### config.mk
export PLATFORM = sky130hd
export DESIGN_NAME = par_port_ctrl
export DESIGN_NICKNAME = d
export VERILOG_FILES = /design/src/rtl/ppc_pkg.sv /design/src/rtl/ppc_ctl_reg.sv /design/src/rtl/ppc_out_latch.sv /design/src/rtl/ppc_drv_gate.sv /design/src/rtl/ppc_rd_mux.sv /design/src/rtl/par_port_ctrl.sv
export SDC_FILE = /design/constraint.sdc
export NUM_CORES = 1
export LEC_CHECK = 0
export BUFFER_PORTS_ARGS = -buffer_cell sky130_fd_sc_hd__buf_4
export CORE_UTILIZATION = 44
export DETAILED_ROUTE_END_ITERATION = 12
export GPL_ROUTABILITY_DRIVEN = 0
export PLACE_DENSITY = 0.86
export SETUP_SLACK_MARGIN = 0.02
export SLEW_MARGIN = 10
export SYNTH_ARGS = -nofsm -noshare
export SYNTH_HDL_FRONTEND = slang
export SYNTH_SLANG_ARGS = --single-unit
export TNS_END_PERCENT = 1
### constraint.sdc
create_clock -name clk -period 1.49 [get_ports clk]
set_clock_uncertainty 0.05 [all_clocks]
set_input_delay 0.298 -clock clk [delete_from_list [all_inputs] [get_ports clk]]
set_output_delay 0.298 -clock clk [all_outputs]
set_load 0.005 [all_outputs]
### src/rtl/ppc_pkg.sv
package ppc_pkg;

   typedef enum logic [1:0] {
      SEL_PA  = 2'd0,
      SEL_PB  = 2'd1,
      SEL_PC  = 2'd2,
      SEL_CTL = 2'd3
   } reg_sel_e;

   localparam int NUM_GRP  = 4;
   localparam int CTL_W    = 8;
   localparam int OFF_BIT  = 7;
   localparam int CFG_W    = CTL_W - 1;
   localparam logic [CFG_W-1:0] CFG_RESET = 7'h1B;

   // group order: 0 = A, 1 = B, 2 = C low nibble, 3 = C high nibble
   function automatic int grp_dir_bit(input int g);
      case (g)
         0:       return 4;
         1:       return 1;
         2:       return 0;
         default: return 3;
      endcase
   endfunction

   function automatic int grp_width(input int g, input int bw);
      return (g < 2) ? bw : bw / 2;
   endfunction

   function automatic int grp_pin_lo(input int g, input int bw);
      case (g)
         0:       return 0;
         1:       return bw;
         2:       return 2 * bw;
         default: return 2 * bw + bw / 2;
      endcase
   endfunction

   function automatic int grp_data_lo(input int g, input int bw);
      return (g == 3) ? bw / 2 : 0;
   endfunction

   function automatic logic [1:0] grp_reg(input int g);
      case (g)
         0:       return SEL_PA;
         1:       return SEL_PB;
         default: return SEL_PC;
      endcase
   endfunction

endpackage

### src/rtl/ppc_ctl_reg.sv
module ppc_ctl_reg
   import ppc_pkg::*;
(
   input  logic             clk,
   input  logic             rst_n,
   input  logic             wr_ctl,
   input  logic [CTL_W-1:0] wdata,
   output logic [CFG_W-1:0] cfg_q,
   output logic             buf_off
);

   logic load_cfg;
   logic en_buf;

   assign load_cfg = wr_ctl &  wdata[OFF_BIT];
   assign en_buf   = wr_ctl & ~wdata[OFF_BIT];

   always_ff @(posedge clk or negedge rst_n) begin
      if (!rst_n) begin
         cfg_q <= CFG_RESET;
      end else if (load_cfg) begin
         cfg_q <= wdata[CFG_W-1:0];
      end
   end

   always_ff @(posedge clk or negedge rst_n) begin
      if (!rst_n) begin
         buf_off <= 1'b0;
      end else if (load_cfg) begin
         buf_off <= 1'b1;
      end else if (en_buf) begin
         buf_off <= 1'b0;
      end
   end

endmodule

### src/rtl/ppc_out_latch.sv
module ppc_out_latch #(
   parameter int          W   = 8,
   parameter logic [W-1:0] RST = '0
) (
   input  logic         clk,
   input  logic         rst_n,
   input  logic         we,
   input  logic [W-1:0] d,
   output logic [W-1:0] q
);

   if (W < 1) begin : g_bad_w
      $error("ppc_out_latch: W must be at least 1");
   end

   always_ff @(posedge clk or negedge rst_n) begin
      if (!rst_n) begin
         q <= RST;
      end else if (we) begin
         q <= d;
      end
   end

endmodule

### src/rtl/ppc_drv_gate.sv
module ppc_drv_gate #(
   parameter int W             = 8,
   parameter bit HOLD_WHEN_OFF = 1'b1
) (
   input  logic         dir_in,
   input  logic         buf_off,
   input  logic [W-1:0] lat_q,
   output logic [W-1:0] drv_val,
   output logic [W-1:0] drv_en
);

   logic drive;

   assign drive  = ~dir_in & ~buf_off;
   assign drv_en = {W{drive}};

   if (HOLD_WHEN_OFF) begin : g_hold
      assign drv_val = lat_q;
   end else begin : g_park
      assign drv_val = drive ? lat_q : '0;
   end

endmodule

### src/rtl/ppc_rd_mux.sv
module ppc_rd_mux
   import ppc_pkg::*;
#(
   parameter int BYTE_W = 8,
   localparam int PIN_W = 3 * BYTE_W
) (
   input  logic [1:0]        addr,
   input  logic [PIN_W-1:0]  pin_in,
   input  logic [CFG_W-1:0]  cfg_q,
   input  logic              buf_off,
   output logic [BYTE_W-1:0] rdata
);

   always_comb begin
      rdata = '0;
      case (reg_sel_e'(addr))
         SEL_PA:  rdata = pin_in[BYTE_W-1:0];
         SEL_PB:  rdata = pin_in[2*BYTE_W-1:BYTE_W];
         SEL_PC:  rdata = pin_in[3*BYTE_W-1:2*BYTE_W];
         default: rdata[CTL_W-1:0] = {buf_off, cfg_q};
      endcase
   end

endmodule

### src/rtl/par_port_ctrl.sv
module par_port_ctrl
   import ppc_pkg::*;
#(
   parameter int                  BYTE_W        = 8,
   parameter logic [3*BYTE_W-1:0] OUT_RST       = '0,
   parameter bit                  HOLD_WHEN_OFF = 1'b1
) (
   input  logic                  clk,
   input  logic                  rst_n,
   input  logic [1:0]            reg_addr,
   input  logic                  reg_wr,
   input  logic [BYTE_W-1:0]     reg_wdata,
   output logic [BYTE_W-1:0]     reg_rdata,
   input  logic [3*BYTE_W-1:0]   pin_in,
   output logic [3*BYTE_W-1:0]   pin_out,
   output logic [3*BYTE_W-1:0]   pin_oe
);

   localparam int PIN_W = 3 * BYTE_W;

   if (BYTE_W < CTL_W || (BYTE_W % 2) != 0) begin : g_bad_bw
      $error("par_port_ctrl: BYTE_W must be even and at least 8");
   end

   logic [CFG_W-1:0] cfg_q;
   logic             buf_off;
   logic             wr_ctl;

   assign wr_ctl = reg_wr && (reg_addr == SEL_CTL);

   ppc_ctl_reg u_ctl (
      .clk     (clk),
      .rst_n   (rst_n),
      .wr_ctl  (wr_ctl),
      .wdata   (reg_wdata[CTL_W-1:0]),
      .cfg_q   (cfg_q),
      .buf_off (buf_off)
   );

   for (genvar g = 0; g < NUM_GRP; g++) begin : g_grp
      localparam int GW  = grp_width(g, BYTE_W);
      localparam int PLO = grp_pin_lo(g, BYTE_W);
      localparam int DLO = grp_data_lo(g, BYTE_W);
      localparam int DB  = grp_dir_bit(g);

      logic          we;
      logic [GW-1:0] lat_q;

      assign we = reg_wr && (reg_addr == grp_reg(g));

      ppc_out_latch #(
         .W   (GW),
         .RST (OUT_RST[PLO +: GW])
      ) u_lat (
         .clk   (clk),
         .rst_n (rst_n),
         .we    (we),
         .d     (reg_wdata[DLO +: GW]),
         .q     (lat_q)
      );

      ppc_drv_gate #(
         .W             (GW),
         .HOLD_WHEN_OFF (HOLD_WHEN_OFF)
      ) u_drv (
         .dir_in  (cfg_q[DB]),
         .buf_off (buf_off),
         .lat_q   (lat_q),
         .drv_val (pin_out[PLO +: GW]),
         .drv_en  (pin_oe[PLO +: GW])
      );
   end

   ppc_rd_mux #(
      .BYTE_W (BYTE_W)
   ) u_rd (
      .addr    (reg_addr),
      .pin_in  (pin_in),
      .cfg_q   (cfg_q),
      .buf_off (buf_off),
      .rdata   (reg_rdata)
   );

endmodule

**Yosys cells after proc, flatten, opt, wreduce, memory -nomap -nowiden**

Cells that the tools add are included.

- Add/subtract/negate cells: 0
- Multiply operators: 0
- Divide/modulo/power cells: 0
- $lt $le $gt $ge: 0
- Eq/ne operators: 3
- Shifts and indexed selects: 0
- Muxes and demuxes: 3
- Bitwise operators: 12
- Reduce and logical (&&, ||, !) cells: 6

Operators by type and width:

| operator | number |
|---|---|
| 8-bit case mux with 3 select lines | 1 |
| 1-bit bitwise AND | 6 |
| 1-bit inverter | 6 |
| 2-bit equality test (second input constant) | 2 |
| 1-bit logical AND | 4 |
| 2-bit by 1-bit equality test with 1-bit output (second input constant) | 1 |
| 2-bit logical NOT | 1 |
| 1-bit 2-to-1 mux | 2 |
| 2-bit nonzero test | 1 |

- Bits in registers: 32
- Latch bits: 0
- Bits in writable memories: 0
- Bits in read-only memories: 0
- Output and inout bits: 56
- Memories: 0

**Longest topological paths before layout**

- Word-level depth: 5
- Mapped depth: 3
- Mapped depth without buffers: 2

**By module**

A second synthesis with hierarchy kept.

- Cell total of the unflattened synthesis: 134
- Area, all modules: 1861.8 µm²

By module, submodules not included:

| module | instances | cells each | area an instance (µm²) | seq. area each (µm²) |
|---|---|---|---|---|
| ppc_out_latch at g_grp[0].u_lat ... | 2 | 17 | 331.6 | 200.2 |
| ppc_ctl_reg | 1 | 18 | 299.0 | 205.2 |
| ppc_out_latch at g_grp[2].u_lat ... | 2 | 8 | 145.1 | 100.1 |
| ppc_drv_gate at g_grp[0].u_drv ... | 2 | 17 | 123.9 | 0.0 |
| ppc_rd_mux | 1 | 10 | 196.4 | 0.0 |
| ppc_drv_gate at g_grp[2].u_drv ... | 2 | 9 | 63.8 | 0.0 |
| par_port_ctrl | 1 | 4 | 37.5 | 0.0 |

**Least setup slack after synthesis**

OpenSTA, ideal clock, no wires.

- Path kind: in2out
- Start: input port reg_addr[0]
- End: output port reg_rdata[3]
- Arrival: 995 ps
- Data required time: 1142 ps
- Slack: 147 ps
- Cell stages on the path: 2
- Buffers on the path: 1
- Cells stage by stage: buf_6 -> mux4_1

- Word-level cells in the longest chain between the ends: 2
- Elaborated cells between the ends (all ways): 4

RTL lines:

| what | line | source |
|---|---|---|
| start: declaration | par_port_ctrl.sv:10 | `input logic [1:0] reg_addr,` |
| 2-bit equality test (tied with other cells) | ppc_rd_mux.sv:16 | `case (reg_sel_e'(addr))` |
| 8-bit case mux with 3 select lines * | ppc_rd_mux.sv:16 |  |
| end: declaration | par_port_ctrl.sv:13 | `output logic [BYTE_W-1:0] reg_rdata,` |

Mark *: on every way between the ends. The rest lies on a longest branch, timed or not.

**Final worst setup path**

- Start: register u_ctl.cfg_q[0]
- End: output port reg_rdata[0]

- Word-level cells in the longest chain between the ends: 1

RTL lines:

| what | line | source |
|---|---|---|
| start: declaration | ppc_ctl_reg.sv:8 | `output logic [CFG_W-1:0] cfg_q,` |
| start signal: assignment | ppc_ctl_reg.sv:22 | `cfg_q <= wdata[CFG_W-1:0];` |
| 8-bit case mux with 3 select lines | ppc_rd_mux.sv:16 |  |

Every way passes these cells.

==> run_results.csv <==
group,metric,value,unit
global_routing,grt_max_degree,33,
timing,unrepaired_setup_endpoints_after_global_routing,"yes",
timing,min_period,1630,ps
route,detail_route.wl_per_cell,16.0,um
power_and_ir_drop,power.leakage,1.15,nW
min_path,worstHoldPathType,"primary input to register",
global_routing,grt_pass1_wl,6220,um
setup_path,startpoint,"u_ctl.cfg_q[0]",
synthesis,mappedNetlistNets,145,
route,drt_drc_violations_left,0,
floorplan,total_i_o_pin_count,93,
floorplan,floorplan.rows,21,
clock_network,cts_max_level,2,
layout,layout_cells_sized_above_1,82.1,%
setup_path,worst-setup-path-type,"register to primary output",
timing,postLayoutSetupSlackWorst,-138,ps
setup_path,worst_ep_arrival_time,1280,ps
min_path,hp-start,"reg_wdata[1]",
floorplan,die_area,3940,um^2
timing,setup-tns-final,-1460,ps
clock_network,tritoncts_clock_tree,"built",
setup_path,setup.worst_path.end_class,"primary output",
floorplan,effective_utilization_at_floorplan,47.2,%
route,first_iter_violations,29,
synthesis,netlist-cell-type-count,14,
floorplan,core_area,3440,um^2
power_and_ir_drop,power.density_cell_area,1190,nW/um^2
placement,dpl.hpwl,2960,um
floorplan,die_w,62.8,um
setup_path,worst-endpoint-required,1140,ps
layout,most_common_cell_after_layout_fill_and_taps_aside,"buf_4",
route,dr_vias,1160,
floorplan,die_h,62.8,um
setup_path,critPathLaunchType,"register",
power_and_ir_drop,total_power,2.83,mW
layout,antennaDiodeCount,0,
timing,post-route-period-util,109,%
timing,timing_worst_slew_pin_value,401,ps
timing,maxClockFrequency,0.614,GHz
route,drt_first_pass_iters,4,
clock_network,cts.root.buffer_cell,"clkbuf_8",
synthesis,yosys_register_bits,32,
run_status,violations,"setup timing",
clock_network,cts.sink_count,32,
timing,slew_limit_headroom,73.2,%
run_status,result_of_the_run,"finished with violations",
clock_network,clock_latency,270,ps
clock_network,cts_buf_count,5,
synthesis,syn_area_per_cell,15.0,um^2
route,drt-total-wl,3790,um
global_routing,global_route.usage.total,20.4,%
route,vias_per_cell,4.92,
global_routing,number_of_antenna_violations_at_the_first_check_in_global_routing,0,
route,drtAntennaViolNets,0,
layout,nNetsFinal,226,
flow_run,max_cap_viol_count,0,
global_routing,overflow,0,
power_and_ir_drop,power.ir.vdd_worst,855,uV
layout,synthToLayoutAreaGrowth,46.3,%
synthesis,synthesis.instances,108,
synthesis,seq_area_frac_synth,49.6,%
synthesis,yosysWarningCount,0,
timing,final_hold_fails,0,
clock_network,clock_transition_at_the_register_clock_pins_on_the_worst_setup_and_hold_paths_after_cts,60,ps
timing,setup_viol,24,
timing,final_max_slew_viol_count,0,
layout,layout_common_cells,"89 x buf_4, 31 x mux2_2, 28 x dfrtp_1",
synthesis,syn-cell-area,1630,um^2
clock_network,clk_path_buf_depth,2,
global_routing,grt_pass1_vias,1250,
setup_path,worstPathMaxFanout,3,
placement,port_buffers,92,
setup_path,timing.rr.start,"u_ctl.buf_off",
## cell usage after synthesis
cell	number	share of area [%]
o21ai_0	1	0.31
nor3b_4	1	1.2
buf_4	25	12
nand3b_2	2	1.4
mux4_2	6	8.3
mux4_1	2	3.2
buf_6	1	0.69
nand4_2	1	0.77
dfrtp_1	28	43
mux2_2	31	21
and3_1	1	0.39
nor2_1	4	0.92
inv_1	1	0.23
dfstp_2	4	6.5
## kinds of logic after synthesis
family,share of synthesized area (%)
muxes,33.0
DFF,49.6
buffers and inverters,12.5
and+or+nand+nor,4.62
AOI/OAI and AO/OA,0.308
## critical path, stage by stage (launching register included)
cell     delay, ps
dfstp_2        390
mux4_2         480
buf_6          130
## path summary, 6_finish.rpt
path | endpoint | slack, ps | cells past startpoint
hold / removal | g_grp[0].u_lat.q[1] | 220 | 2
max in group asynchronous | u_ctl.cfg_q[1] | 620 | 2
hold reg to reg | u_ctl.cfg_q[2] | 460 | 1
setup reg to reg | u_ctl.buf_off | 630 | 3
setup / recovery | reg_rdata[0] | -140 | 2
min in group asynchronous | g_grp[0].u_lat.q[3] | 440 | 2
## power by group
| part | leakage (nW) | internal (mW) | switching (mW) | total [mW] |
|---|---|---|---|---|
| combinational | 0.725 | 0.655 | 0.331 | 0.986 |
| sequential | 0.374 | 1.06 | 0.114 | 1.17 |
| clock | 0.0455 | 0.376 | 0.292 | 0.668 |
## per-layer routing
metal | part of all wire, % | up-vias | track usage, %
met5 | 0 | - | 0
met4 | 0.50 | 0 | 6.10
met3 | 8.3 | 3 | 5.29
met2 | 51 | 68 | 35.3
met1 | 40 | 562 | 24.8
li1 | - | 527 | -
## registers in the layout, summed over array words and instances (netlist names)
| register | flops |
|---|---|
| u_ctl.buf_off | 1 |
| g_grp.u_lat.q | 24 |
| u_ctl.cfg_q | 7 |
## area by class of cell
class / count / area, um^2
fill: 268 / 1060
timing repair buffer: 100 / 791
multi-input combinational: 49 / 629
inverter: 1 / 3.75
tap: 46 / 57.6
clock buffer: 8 / 90.1
sequential: 32 / 806
## repair_timing
action,4_1_cts,5_1_grt
hold buffers,1,0
endpoints found under the hold margin,28,0
pin swaps,0,1
setup buffers,0,0
setup endpoints to repair,32,32
gates resized for setup,11,7
## stage by stage
step	hold WS, ps	cell area (um^2)	setup WS (ps)	cells	util (%)
3_3_place_gp	192	2230	-63.2	227	64.7
6_report	225	2380	-138	236	69.1
2_1_floorplan	-47.6	1630	147	108	-
3_5_place_dp	203	2230	-79.6	227	64.7
4_1_cts	222	2350	-140	236	68.3
5_1_grt	226	2380	-177	236	69.1
(Power assumes the default switching activity.)
